### config.mk
export PLATFORM = sky130hd
export DESIGN_NAME = stride_addr_gen
export DESIGN_NICKNAME = d
export VERILOG_FILES = /design/src/rtl/stride_pkg.sv /design/src/rtl/stride_cfg_check.sv /design/src/rtl/stride_beat_track.sv /design/src/rtl/stride_side.sv /design/src/rtl/stride_addr_gen.sv
export SDC_FILE = /design/constraint.sdc
export NUM_CORES = 1
export LEC_CHECK = 0
export BUFFER_PORTS_ARGS = -buffer_cell sky130_fd_sc_hd__buf_2
export CAP_MARGIN = 10
export CORE_MARGIN = 2
export CORE_UTILIZATION = 45
export CTS_BUF_LIST = sky130_fd_sc_hd__clkbuf_16
export DETAILED_ROUTE_END_ITERATION = 10
export GPL_TIMING_DRIVEN = 0
export PLACE_DENSITY_LB_ADDON = 0.2
export SETUP_SLACK_MARGIN = 0.02
export SLEW_MARGIN = 25
export SYNTH_ARGS = -nofsm -noshare
export SYNTH_HDL_FRONTEND = slang
export SYNTH_SLANG_ARGS = --single-unit
### constraint.sdc
create_clock -name clk -period 14.75 [get_ports clk]
set_input_delay 2.2125 -clock clk [delete_from_list [all_inputs] [get_ports clk]]
set_output_delay 2.2125 -clock clk [all_outputs]
set_load 0.01 [all_outputs]
### src/rtl/stride_pkg.sv
// Shared definitions for the strided address generator.
// Assumes beat sizes are powers of two selected by a 2-bit code.
package stride_pkg;
    typedef enum logic [1:0] {
        BEAT_1B = 2'd0,
        BEAT_2B = 2'd1,
        BEAT_4B = 2'd2
    } beat_size_e;

    // Largest legal width code.
    localparam logic [1:0] WIDTH_CODE_MAX = BEAT_4B;
endpackage

### src/rtl/stride_cfg_check.sv
// Combinational legality check for a requested transfer.
// Assumes inputs are stable in the cycle the start pulse is seen.
module stride_cfg_check #(
    parameter int CNT_W  = 12,
    parameter int BND_W  = 16,
    parameter int HOLE_W = 16
) (
    input  logic [CNT_W:0]    total_req,
    input  logic [1:0]        wcode,
    input  logic [BND_W-1:0]  bnd,
    input  logic [HOLE_W-1:0] src_hole,
    input  logic [HOLE_W-1:0] dst_hole,
    input  logic              src_skip,
    input  logic              dst_skip,
    output logic              cfg_ok
);
    import stride_pkg::*;

    localparam logic [CNT_W:0] MAX_BEATS = {1'b0, {CNT_W{1'b1}}};

    logic bad_count;
    logic bad_width;
    logic bad_src;
    logic bad_dst;

    // Flag every illegal combination; the request passes only if none is set.
    always_comb begin
        bad_count = (total_req == '0) || (total_req > MAX_BEATS);
        bad_width = (wcode > WIDTH_CODE_MAX);
        bad_src   = src_skip && ((bnd == '0) || (src_hole == '0));
        bad_dst   = dst_skip && ((bnd == '0) || (dst_hole == '0));
        cfg_ok    = !(bad_count || bad_width || bad_src || bad_dst);
    end
endmodule

### src/rtl/stride_beat_track.sv
// Counts accepted beats, tracks the position inside the current chunk,
// and owns the busy/done state. Assumes total >= 1 and bnd >= 1 once loaded.
module stride_beat_track #(
    parameter int CNT_W = 12,
    parameter int BND_W = 16
) (
    input  logic             clk,
    input  logic             rst_n,
    input  logic             load,
    input  logic             beat,
    input  logic [CNT_W-1:0] total,
    input  logic [BND_W-1:0] bnd,
    output logic             busy,
    output logic             done,
    output logic [CNT_W-1:0] count,
    output logic             adv,
    output logic             at_edge
);
    logic [BND_W-1:0] pos;
    logic             last;

    // Decode the beat that is happening now.
    always_comb begin
        adv     = busy && beat;
        at_edge = (pos == bnd - BND_W'(1));
        last    = (count == total - CNT_W'(1));
    end

    // Update the beat count, the chunk position and the run state.
    always_ff @(posedge clk) begin
        if (!rst_n) begin
            busy  <= 1'b0;
            done  <= 1'b0;
            count <= '0;
            pos   <= '0;
        end else if (load) begin
            busy  <= 1'b1;
            done  <= 1'b0;
            count <= '0;
            pos   <= '0;
        end else if (adv) begin
            count <= count + CNT_W'(1);
            pos   <= at_edge ? '0 : pos + BND_W'(1);
            if (last) begin
                busy <= 1'b0;
                done <= 1'b1;
            end
        end
    end
endmodule

### src/rtl/stride_side.sv
// Address register for one side (source or destination).
// Steps by one beat, or by hole beats at a chunk edge when skip is enabled.
// Assumes HOLE_W <= ADDR_W.
module stride_side #(
    parameter int ADDR_W = 32,
    parameter int HOLE_W = 16
) (
    input  logic              clk,
    input  logic              rst_n,
    input  logic              load,
    input  logic [ADDR_W-1:0] base,
    input  logic              adv,
    input  logic              at_edge,
    input  logic              skip_en,
    input  logic [HOLE_W-1:0] hole,
    input  logic [1:0]        wcode,
    output logic [ADDR_W-1:0] addr
);
    logic [ADDR_W-1:0] inc;

    // Pick the byte increment for this beat.
    always_comb begin
        if (skip_en && at_edge)
            inc = ADDR_W'(hole) << wcode;
        else
            inc = ADDR_W'(1) << wcode;
    end

    // Load the start address or advance on an accepted beat.
    always_ff @(posedge clk) begin
        if (!rst_n)
            addr <= '0;
        else if (load)
            addr <= base;
        else if (adv)
            addr <= addr + inc;
    end
endmodule

### src/rtl/stride_addr_gen.sv
// Top of the strided two-dimensional address generator.
// Latches the configuration on an accepted start and drives two address
// sides from a shared beat/chunk tracker. Assumes one beat per cycle at most.
module stride_addr_gen #(
    parameter int ADDR_W = 32,
    parameter int CNT_W  = 12,
    parameter int BND_W  = 16,
    parameter int HOLE_W = 16
) (
    input  logic              clk,
    input  logic              rst_n,
    input  logic              start,
    input  logic [ADDR_W-1:0] src_base,
    input  logic [ADDR_W-1:0] dst_base,
    input  logic [1:0]        width_code,
    input  logic [CNT_W:0]    total_beats,
    input  logic [BND_W-1:0]  boundary,
    input  logic [HOLE_W-1:0] src_hole,
    input  logic [HOLE_W-1:0] dst_hole,
    input  logic              src_skip_en,
    input  logic              dst_skip_en,
    input  logic              beat,
    output logic [ADDR_W-1:0] src_addr,
    output logic [ADDR_W-1:0] dst_addr,
    output logic [CNT_W-1:0]  beats_done,
    output logic              busy,
    output logic              done,
    output logic              rejected
);
    localparam int N_SIDES = 2;

    logic              cfg_ok;
    logic              accept;
    logic              refuse;
    logic              adv;
    logic              at_edge;
    logic [1:0]        cfg_w;
    logic [BND_W-1:0]  cfg_bnd;
    logic [CNT_W-1:0]  cfg_total;
    logic              cfg_src_skip;
    logic              cfg_dst_skip;
    logic [HOLE_W-1:0] cfg_src_hole;
    logic [HOLE_W-1:0] cfg_dst_hole;

    logic [ADDR_W-1:0] base_a [N_SIDES];
    logic [HOLE_W-1:0] hole_a [N_SIDES];
    logic              skip_a [N_SIDES];
    logic [ADDR_W-1:0] addr_a [N_SIDES];

    stride_cfg_check #(.CNT_W(CNT_W), .BND_W(BND_W), .HOLE_W(HOLE_W)) u_check (
        .total_req (total_beats),
        .wcode     (width_code),
        .bnd       (boundary),
        .src_hole  (src_hole),
        .dst_hole  (dst_hole),
        .src_skip  (src_skip_en),
        .dst_skip  (dst_skip_en),
        .cfg_ok    (cfg_ok)
    );

    // Classify a start pulse seen while idle.
    always_comb begin
        accept = start && !busy && cfg_ok;
        refuse = start && !busy && !cfg_ok;
    end

    // Capture the transfer configuration when a start is accepted.
    always_ff @(posedge clk) begin
        if (!rst_n) begin
            cfg_w        <= '0;
            cfg_bnd      <= '0;
            cfg_total    <= '0;
            cfg_src_skip <= 1'b0;
            cfg_dst_skip <= 1'b0;
            cfg_src_hole <= '0;
            cfg_dst_hole <= '0;
        end else if (accept) begin
            cfg_w        <= width_code;
            cfg_bnd      <= boundary;
            cfg_total    <= total_beats[CNT_W-1:0];
            cfg_src_skip <= src_skip_en;
            cfg_dst_skip <= dst_skip_en;
            cfg_src_hole <= src_hole;
            cfg_dst_hole <= dst_hole;
        end
    end

    // Remember whether the most recent idle start was refused.
    always_ff @(posedge clk) begin
        if (!rst_n)
            rejected <= 1'b0;
        else if (accept)
            rejected <= 1'b0;
        else if (refuse)
            rejected <= 1'b1;
    end

    stride_beat_track #(.CNT_W(CNT_W), .BND_W(BND_W)) u_track (
        .clk     (clk),
        .rst_n   (rst_n),
        .load    (accept),
        .beat    (beat),
        .total   (cfg_total),
        .bnd     (cfg_bnd),
        .busy    (busy),
        .done    (done),
        .count   (beats_done),
        .adv     (adv),
        .at_edge (at_edge)
    );

    // Gather per-side settings into arrays for the side generator.
    always_comb begin
        base_a[0] = src_base;
        base_a[1] = dst_base;
        hole_a[0] = cfg_src_hole;
        hole_a[1] = cfg_dst_hole;
        skip_a[0] = cfg_src_skip;
        skip_a[1] = cfg_dst_skip;
    end

    for (genvar s = 0; s < N_SIDES; s++) begin : g_side
        stride_side #(.ADDR_W(ADDR_W), .HOLE_W(HOLE_W)) u_side (
            .clk     (clk),
            .rst_n   (rst_n),
            .load    (accept),
            .base    (base_a[s]),
            .adv     (adv),
            .at_edge (at_edge),
            .skip_en (skip_a[s]),
            .hole    (hole_a[s]),
            .wcode   (cfg_w),
            .addr    (addr_a[s])
        );
    end

    assign src_addr = addr_a[0];
    assign dst_addr = addr_a[1];
endmodule

==> results of run 1 <==
worst min-delay path, cell delays in order, from the launching register on:
cell and delay, ps:
dfxtp_1 330, nand2_1 60, a21oi_1 50
cell usage in the layout, fill, tap and decap left out, types with 31 or more instances in the layout:
master / instances
nand2_1: 222
buf_2: 214
dfxtp_1: 159
a21oi_1: 116
nor2_1: 113
o21ai_0: 70
clkbuf_1: 62
a211oi_1: 54
xor2_1: 52
xnor2_1: 50
ha_1: 42
nand3_1: 31
power by group:
| part | total, mW | internal (mW) | switching (mW) |
|---|---|---|---|
| Clock | 0.431 | 0.245 | 0.187 |
| Sequential | 0.472 | 0.450 | 0.0224 |
| Combinational | 0.185 | 0.0763 | 0.109 |
worst min path at each step:
| stage | start | endpoint | slack (ps) | cells after the start |
|---|---|---|---|---|
| global route | cfg_dst_hole[12] | cfg_dst_hole[12] | 500 | 2 |
| floorplan | cfg_dst_hole[14] | cfg_dst_hole[14] | 440 | 2 |
| detailed placement | cfg_dst_hole[12] | cfg_dst_hole[12] | 470 | 2 |
| CTS | cfg_dst_hole[12] | cfg_dst_hole[12] | 480 | 2 |
| finish | cfg_dst_hole[12] | cfg_dst_hole[12] | 480 | 2 |
| global placement | cfg_bnd[11] | cfg_bnd[11] | 470 | 2 |
per-layer routing:
metal	global-route usage	vias up	wire length, um
li1	-	5182	-
met1	0.361	4982	14400
met2	0.478	409	16000
met3	0.0507	80	2380
met4	0.130	2	1300
met5	0	-	11
registers in the layout (all words and copies together), names as in the netlist:
signal / flops
cfg_src_skip: 1
u_track.done: 1
cfg_w: 2
cfg_dst_hole: 16
g_side.u_side.addr: 64
cfg_bnd: 16
rejected: 1
cfg_src_hole: 16
cfg_total: 12
u_track.busy: 1
u_track.count: 12
cfg_dst_skip: 1
u_track.pos: 16
kinds of logic (layout without fill, tap and decap cells):
kind of cell,count (synthesis),count (layout),synth area share
and+or+nand+nor,532,532,0.248
AOI/OAI and AO/OA,354,354,0.221
DFF,159,159,0.314
xor gates and xnor gates,102,102,0.0881
buffers and inverters,94,336,0.0351
adders and majority gates,44,44,0.0557
muxes,27,27,0.0382
other,0,2,0
area by class of cell:
cell class	count	area, sq um
well taps	280	350
flip-flops and latches	159	3180
diodes	2	5.00
fillers	2157	9840
repair buffers	211	1060
multi-input cells	1059	6620
clock buffers	17	425
plain buffers	70	267
inverters	24	90.1
clock inverters	14	129
through the flow:
stage	hold WS [ps]	instances	util	setup WS, ps	area (sq um)
final	479	1836	0.552	8840	12100
after global routing	498	1836	0.552	8380	12100
after CTS	478	1834	0.552	8900	12100
after detailed placement	469	1803	0.526	8930	11600
after global placement	469	1803	0.526	9000	11600
after floorplan	443	1312	-	9820	10100
==> key figures, run 1 <==
Setup path
  – FF-to-FF path depth: 18
  – CP required: 15060 ps
  – CP max FO: 8
  – Worst-path cell chain: inv_1 -> ha_1 -> or4b_1 -> or3_1 -> or3_1 -> a2bb2oi_1 -> nand4_1 -> nor3b_1 -> o21ai_0 -> fa_1 -> nor2b_1 -> o31a_1 -> o2111ai_1 -> a21oi_1 -> o211ai_1 -> a2111oi_0 -> xnor2_1 -> a21oi_1
  – Critical register-to-register path startpoint: cfg_bnd[0]
  – Reg2reg setup slack: 8840 ps
  – CP top delay family: simple AND/OR/NAND/NOR gates
  – Crit path depth: 18
  – CP arrival: 6220 ps
  – Worst reg2reg endpoint: g_side[1].u_side.addr[30]
  – Kind of end point of the critical path: register
  – Slowest stage delay, CP: 600 ps
  – Crit start category: register
  – CP startpoint: cfg_bnd[0]
  – WS Path Type: reg2reg
  – Worst Setup EP: g_side[1].u_side.addr[30]
  – Slowest CP cell: a2111oi_0
  – Buf/Inv on CP: 1

Pwr
  – Pwr Total: 1.09 mW
  – Power Density: 89.8 nW/um^2
  – Worst VDD drop: 0.0769 mV
  – Leak: 4.92 nW

Synthesis
  – Synth cell types: 69
  – Synthesized cell area: 10100 sq um
  – Syn_nets: 1489
  – Asr flop ratio synth: 0
  – Top-count cell post-synth: nand2_1
  – Yosys warns: 0
  – Post-synthesis cell count: 1312
  – Avg Inst Size Synth: 7.73 sq um
  – Ys flop type: dfxtp_1
  – Yosys top cell by area: dfxtp_1
  – Post-synth top cells: nand2_1, dfxtp_1, a21oi_1, nor2_1, o21ai_0
  – Sequential fraction of the synthesis area: 0.314
  – Synthesis-stage register bit count: 159
  – Synth top area share: 0.314
  – Synth top area cells: dfxtp_1, nand2_1, a21oi_1
  – Number of enable flip-flop cells after synthesis: 0

Placed design
  – Port Buffers: 211
  – RD Place Congestion: 1.00
  – Post-DP HPWL: 26300 um

Final layout
  – P&R area growth vs syn: 19.5%
  – Final nets: 1719
  – Share of post-route cells with drive strength above 1: 0.171

GRT
  – Initial antenna violation count: 3
  – Number of global-route vias before repair: 10.2k
  – Largest net degree at the start of global routing: 17
  – First-pass GRT wire length: 53700 um
  – GR Overflow Total: 0
  – Total GRT Usage: 0.286

Clocking
  – TritonCTS Buffers: 17
  – Clk buf depth: 2
  – Cts hold-fix bufs: 0
  – Root Buffer: clkbuf_16
  – Clock latency on the worst-skew pair: 450 ps
  – CTS tree: built
  – CTS resizes: 0
  – CTS clk-pin slew, worst paths: 70 ps
  – Sink Count: 159
  – Postcts setup bufs: 0
  – H-tree levels: 4

Run
  – MaxCap Viol Count: 0

Floorplanning
  – DIE AREA: 23800 sq um
  – Die Ht: 154 um
  – Initial Util: 0.462
  – Row cnt: 54
  – Ports: 212
  – Total core area: 22000 sq um
  – Die Wd: 154 um

STA
  – Setup TNS: 0 ps
  – Tmin final: 5910 ps
  – Rel. slew slack: 0.393
  – Peak Freq: 0.169 GHz
  – Endpoints failing hold: 0
  – Clk_skew: 16.8 ps
  – Worst Tran Pin Value: 911 ps
  – Final setup vio count: 0
  – Fin crit share: 0.401
  – Unrepaired setup endpoints after global routing: false
  – Final slew viol count: 0

Routing
  – Vias/cell: 5.80
  – DRC errors left: 0
  – DRT Pass-1 Iters: 7
  – Via count: 10.7k
  – Routed WL: 34100 um
  – 1st-iter DRT viols: 728
  – Final ANT Viol Nets: 0
  – Routed len/inst: 18.6 um

Outcome
  – Status: finished, final reports clean

Min path
  – Hold Crit Class: reg2reg
No activity file was read; power rests on OpenSTA's default activity.
==> run 2: changes to the inputs <==
- clock period: 14.75 -> 5.35 ns (I/O delays scaled with it)
==> run 2 against run 1 <==
Net effect:
- via count up 0.62%
- worst hold slack about the same
- critical path depth increased by 2
- total power grew to 2.8 times the previous value
==> key figures, run 2 (same netlist as run 1, synthesis figures left out) <==
Outcome
  – Status: finished, final reports clean

Routing
  – DRT Pass-1 Iters: 7 (unchanged)
  – Routed len/inst: 18.6 um (+0.21%)
  – Via count: 10.7k (+0.62%)
  – 1st-iter DRT viols: 775 (+6.5%)
  – DRC errors left: 0 (unchanged)
  – Final ANT Viol Nets: 0 (unchanged)
  – Vias/cell: 5.80 (about the same)
  – Routed WL: 34400 um (+0.87%)

Floorplanning
  – Row cnt: 54 (unchanged)
  – DIE AREA: 23800 sq um (unchanged)
  – Ports: 212 (unchanged)
  – Total core area: 22000 sq um (unchanged)
  – Die Wd: 154 um (unchanged)
  – Initial Util: 0.462 (unchanged)
  – Die Ht: 154 um (unchanged)

Min path
  – Hold Crit Class: reg2reg
  – Worst Hold Path Cells: 2 (unchanged)

Placed design
  – Port Buffers: 211 (unchanged)
  – DP Worst Slack: -469 ps (-9400 ps)
  – Placed cell count: 1803 (unchanged)
  – Post-DP HPWL: 26300 um (unchanged)
  – RD Place Congestion: 1.00 (unchanged)

Final layout
  – Core Util, Final: 0.565 (+0.0125)
  – Commonest non-fill, non-tap cells in the layout: nand2_1, buf_2, dfxtp_1
  – Non-Filler Instances: 1848 (+0.65%)
  – Final nets: 1731 (+0.70%)
  – Most common cell after layout, fill and taps aside: nand2_1
  – P&R area growth vs syn: 22.2%
  – Storage element area: 3190 sq um (about the same)
  – Number of flip-flops in the largest register: 64 (unchanged)
  – Multi-input logic area: 6800 sq um (+2.7%)
  – Share of post-route cells with drive strength above 1: 0.200 (+0.0287)
  – Fillcell total: 2115 (-1.9%)
  – Largest Register: g_side.u_side.addr

Clocking
  – CTS clk-pin slew, worst paths: 70 ps (about the same)
  – Sink Count: 159 (unchanged)
  – CTS tree: built
  – TritonCTS Buffers: 17 (unchanged)
  – Clk buf depth: 2 (unchanged)
  – Clock latency on the worst-skew pair: 440 ps (about the same)
  – H-tree levels: 4 (unchanged)
  – Cts hold-fix bufs: 0 (unchanged)
  – Root Buffer: clkbuf_16

STA
  – Tmin final: 5150 ps (-761 ps)
  – Fin crit share: 0.963 (+0.562)
  – Final slew viol count: 0 (unchanged)
  – Clk_skew: 12.4 ps (-4.40 ps)
  – Final setup vio count: 0 (unchanged)
  – Rel. slew slack: 0.388 (-0.00455)
  – Setup TNS: 0 ps (unchanged)
  – Worst Tran Pin Value: 917 ps (+6.83 ps)
  – Endpoints failing hold: 0 (unchanged)
  – Setup WS post-layout: 200 ps (-8640 ps)
  – Peak Freq: 0.194 GHz (+15%)

Setup path
  – CP arrival: 5460 ps (-760 ps)
  – Crit start category: register
  – CP max FO: 8 (unchanged)
  – CP top delay family: simple AND/OR/NAND/NOR gates
  – FF-to-FF path depth: 20 (+2)
  – Crit path depth: 20 (+2)
  – WS Path Type: reg2reg
  – CP required: 5660 ps (-9400 ps)
  – Worst-path cell chain: inv_2 -> ha_4 -> or4b_4 -> or3_4 -> or3_1 -> a2bb2oi_2 -> nand4_1 -> buf_4 -> nor3b_2 -> o21ai_1 -> fa_2 -> nor2b_2 -> o31a_1 -> o2111ai_2 -> a21oi_2 -> o211ai_1 -> buf_4 -> a2111oi_2 -> xnor2_1 -> o21ai_0
  – Slowest stage delay, CP: 510 ps (-90 ps)
  – Slowest CP cell: or4b_4
  – Buf/Inv on CP: 3 (+2)
  – Kind of end point of the critical path: register
  – Cell mode on critical path: buf_4

GRT
  – Largest net degree at the start of global routing: 17 (unchanged)
  – Total GRT Usage: 0.288 (+0.00144)
  – GR Overflow Total: 0 (unchanged)
  – Initial antenna violation count: 3 (unchanged)
  – First-pass GRT wire length: 54000 um (+0.46%)
  – Number of global-route vias before repair: 10.3k (+0.43%)

Pwr
  – Worst VDD drop: 0.215 mV (+180%)
  – Leak: 5.00 nW (+1.5%)
  – Power Density: 244 nW/um^2 (+170%)

Run
  – MaxCap Viol Count: 0 (unchanged)
## run 2: final timing paths
path	from	slack, ps	endpoint
setup / recovery	cfg_bnd[1]	200	g_side[1].u_side.addr[24]
setup reg to reg	cfg_bnd[1]	200	g_side[1].u_side.addr[24]
hold / removal	cfg_dst_hole[12]	480	cfg_dst_hole[12]
hold reg to reg	cfg_dst_hole[12]	480	cfg_dst_hole[12]
## run 2: final cells by class
cell class,count,area share
Multi-Input combinational cell,1059,0.548
Clock inverter,14,0.0104
Tap cell,280,0.0283
Inverter,24,0.00727
Buffer,70,0.0215
Clock buffer,17,0.0343
Antenna cell,2,0.000404
Sequential cell,159,0.257
Timing Repair Buffer,223,0.0925
## run 2: routing by layer
layer | global-route usage | wire length [um]
met1 | 0.363 | 14700
met2 | 0.482 | 16200
met3 | 0.0488 | 2190
met4 | 0.131 | 1360
met5 | 0 | 11
## run 2: what timing repair did
item,4_1_cts,5_1_grt
gates resized for setup,12,36
gates cloned,0,0
endpoints found under the setup margin,34,36
pin swaps,6,16
buffers inserted,8,4
## run 2: worst reg2reg max path: stages, from the launching register on
cell       delay, ps
dfxtp_1          350
inv_2             90
ha_4             150
or4b_4           510
or3_4            400
or3_1            370
a2bb2oi_2        230
nand4_1          270
buf_4            230
nor3b_2          210
o21ai_1          140
fa_2             410
nor2b_2          170
o31a_1           260
o2111ai_2        190
a21oi_2          210
o211ai_1         100
buf_4            180
a2111oi_2        340
xnor2_1          160
o21ai_0           90
## run 2: stage by stage
| step | hold WS, ps | total power [mW] | instance area [sq um] |
|---|---|---|---|
| 2_1_floorplan | 443 | 1.62 | 10100 |
| 3_3_place_gp | 469 | 1.82 | 11600 |
| 3_5_place_dp | 469 | 1.83 | 11600 |
| 4_1_cts | 478 | 3.00 | 12200 |
| 5_1_grt | 498 | 3.13 | 12400 |
| 6_report | 479 | 3.02 | 12400 |
## run 2: where the power goes
group / switching [mW] / total, mW / internal, mW
logic: 0.306 / 0.524 / 0.218
registers: 0.0624 / 1.30 / 1.24
clock network: 0.519 / 1.19 / 0.674
==> run 3: changes to the inputs <==
- BUFFER_PORTS_ARGS: -buffer_cell sky130_fd_sc_hd__buf_2 -> unset
- CORE_MARGIN: 2 -> 4
- DONT_BUFFER_PORTS: unset -> 1
- SLEW_MARGIN: 25 -> 10
==> run 3 against run 2 <==
Net effect:
- worst hold slack got worse by 5.5 ps
- first-iteration DRC count rose by 13%
- cell count decreased by 11%
- wire length is 1.1% higher
- critical path depth shrank 1
- setup slack lost 49 ps
- register-to-register slack lost 50 ps
- global-route usage fell by 1.8 points
- core utilization fell by 4.2 points
- count of clock-buffer cells in the layout did not move
- clock skew up 0.71 ps
- fmax decreased by 0.95%
- critical endpoint is now g_side[1].u_side.addr[12]
- largest power group unchanged
==> key figures, run 3 (same netlist as run 1, synthesis figures left out) <==
Floorplanning
  – Ports: 212 (unchanged)
  – Row cnt: 54 (unchanged)
  – Die Wd: 158 um (+2.6%)
  – Die Ht: 158 um (+2.6%)
  – Initial Util: 0.461 (-0.00142)
  – DIE AREA: 25000 sq um (+5.3%)
  – Total core area: 22000 sq um (+0.31%)

Setup path
  – Worst Setup EP: g_side[1].u_side.addr[12]
  – Critical register-to-register path startpoint: cfg_bnd[5]
  – Crit start category: register
  – Worst reg2reg endpoint: g_side[1].u_side.addr[12]
  – FF-to-FF path depth: 19 (-5.0%)
  – CP startpoint: cfg_bnd[5]
  – CP arrival: 5490 ps (+30 ps)
  – CP max FO: 6 (-2)
  – CP required: 5640 ps (-20 ps)
  – Reg2reg setup slack: 150 ps (-50 ps)
  – WS Path Type: reg2reg
  – Kind of end point of the critical path: register

Clocking
  – TritonCTS Buffers: 17 (unchanged)
  – Clk buf depth: 2 (unchanged)
  – Root Buffer: clkbuf_16
  – Clock latency on the worst-skew pair: 430 ps (about the same)
  – Sink Count: 159 (unchanged)
  – CTS clk-pin slew, worst paths: 70 ps (about the same)
  – Cts hold-fix bufs: 0 (unchanged)
  – H-tree levels: 4 (unchanged)
  – CTS tree: built

Final layout
  – Most common cell after layout, fill and taps aside: nand2_1
  – Number of flip-flops in the largest register: 64 (unchanged)
  – Core Util, Final: 0.523 (-0.0417)
  – Fillcell total: 2154 (+1.8%)
  – Commonest non-fill, non-tap cells in the layout: nand2_1, dfxtp_1, a21oi_1
  – Multi-input logic area: 6850 sq um (+0.81%)
  – Share of post-route cells with drive strength above 1: 0.0836 (-0.116)
  – Largest Register: g_side.u_side.addr
  – Storage element area: 3180 sq um (about the same)
  – P&R area growth vs syn: 13.5%
  – Final nets: 1528 (-12%)

Min path
  – Hold Crit Class: in2reg
  – Critical hold path startpoint: dst_base[24]

STA
  – Final slew viol count: 0 (unchanged)
  – Hold WS: 473 ps (-5.52 ps)
  – Endpoints failing hold: 0 (unchanged)
  – Worst Tran Pin Value: 1140 ps (+220 ps)
  – Tmin final: 5200 ps (+49.3 ps)
  – Clk_skew: 13.1 ps (+0.710 ps)
  – Fin crit share: 0.972 (+0.00921)
  – Unrepaired setup endpoints after global routing: false
  – Rel. slew slack: 0.240 (-0.148)
  – Final setup vio count: 0 (unchanged)
  – Peak Freq: 0.192 GHz (-0.95%)
  – Setup WS post-layout: 151 ps (-49.3 ps)

Outcome
  – Status: finished, final reports clean

Placed design
  – DP Worst Slack: -530 ps (-60.8 ps)
  – Post-DP HPWL: 26600 um (+1.1%)
  – Port Buffers: 0 (-100%)
  – RD Place Congestion: 0.937 (-6.3%)

Routing
  – DRC errors left: 0 (unchanged)
  – 1st-iter DRT viols: 876 (+13%)
  – Routed WL: 34800 um (+1.1%)
  – Vias/cell: 6.04 (+4.1%)
  – Final ANT Viol Nets: 0 (unchanged)
  – Routed len/inst: 21.2 um (+14%)
  – Via count: 9931 (-7.4%)
  – DRT Pass-1 Iters: 5 (-2)

Run
  – MaxCap Viol Count: 0 (unchanged)

Pwr
  – Pwr Total: 3.03 mW (+0.49%)
  – Leak: 4.14 nW (-17%)
  – Power Density: 264 nW/um^2 (+8.2%)
  – Worst VDD drop: 0.199 mV (-7.6%)

GRT
  – Initial antenna violation count: 2 (-1)
  – GR Overflow Total: 0 (unchanged)
  – First-pass GRT wire length: 52500 um (-2.7%)
  – Total GRT Usage: 0.269 (-0.0182)
  – Number of global-route vias before repair: 9582 (-6.8%)
  – Largest net degree at the start of global routing: 17 (unchanged)
-- run 3: cell types whose count changed in the layout (fill, tap and decap cells not counted), sizes merged --
| cell | change |
|---|---|
| clkinv | -2 |
| buf | -204 |
| bufinv | +2 |
| clkinvlp | -2 |
| inv | +2 |
| clkdlybuf4s15 | +1 |
-- run 3: through the flow --
step,setup TNS [ps],area (sq um),cells
after floorplan,0,10100,1312
after global placement,-8820,10500,1592
after detailed placement,-10270,10500,1593
after CTS,0,11200,1630
after global routing,0,11500,1644
final,0,11500,1645
-- run 3: worst max-delay path, stage by stage (launching register included) --
cell and delay [ps]:
dfxtp_1 350, or4_4 590, or3_4 400, or3_4 390, a2111oi_4 340, and4b_1 310
nand3_2 150, or2_0 220, and3_1 210, ha_2 200, inv_1 70, fa_2 210
nor2b_2 50, o31a_1 320, o2111ai_2 250, nand2_1 130, a21o_1 190, a211oi_1 300
a2bb2oi_1 260, a21oi_1 90
-- run 3: worst min-delay path by stage --
stage,depth (start not counted),to,slack (ps)
global placement,2,cfg_src_hole[14],470
CTS,2,g_side[1].u_side.addr[24],470
finish,2,g_side[1].u_side.addr[24],470
detailed placement,2,cfg_src_hole[12],470
floorplan,2,cfg_dst_hole[14],440
global route,2,g_side[1].u_side.addr[26],470
-- run 3: power breakdown --
group / switching, mW / internal, mW / total, mW
Sequential: 0.0884 / 1.24 / 1.33
Clock: 0.510 / 0.771 / 1.28
Combinational: 0.257 / 0.169 / 0.426
-- run 3: area by class of cell --
cell class                 count  share of cell area
multi-input combinational   1059               0.595
sequential                   159               0.277
clock buffer                  17              0.0369
tap                          280              0.0304
buffer                        70              0.0237
clock inverter                14              0.0153
timing repair buffer          20              0.0137
inverter                      24             0.00782
antenna                        2            0.000435
-- run 3: layer usage --
layer / global-route usage / vias to the layer above / routed length, um
met3: 0.0678 / 60 / 2990
met4: 0.0995 / 2 / 1030
li1: - / 4815 / -
met5: 0 / - / 14
met1: 0.339 / 4684 / 14400
met2: 0.447 / 370 / 16400
-- run 3: timing repair --
item                                    in CTS  in global routing
gates resized for setup                     16                 45
setup buffers                                6                 13
endpoints found under the setup margin      35                 41
pin swaps                                    6                 24
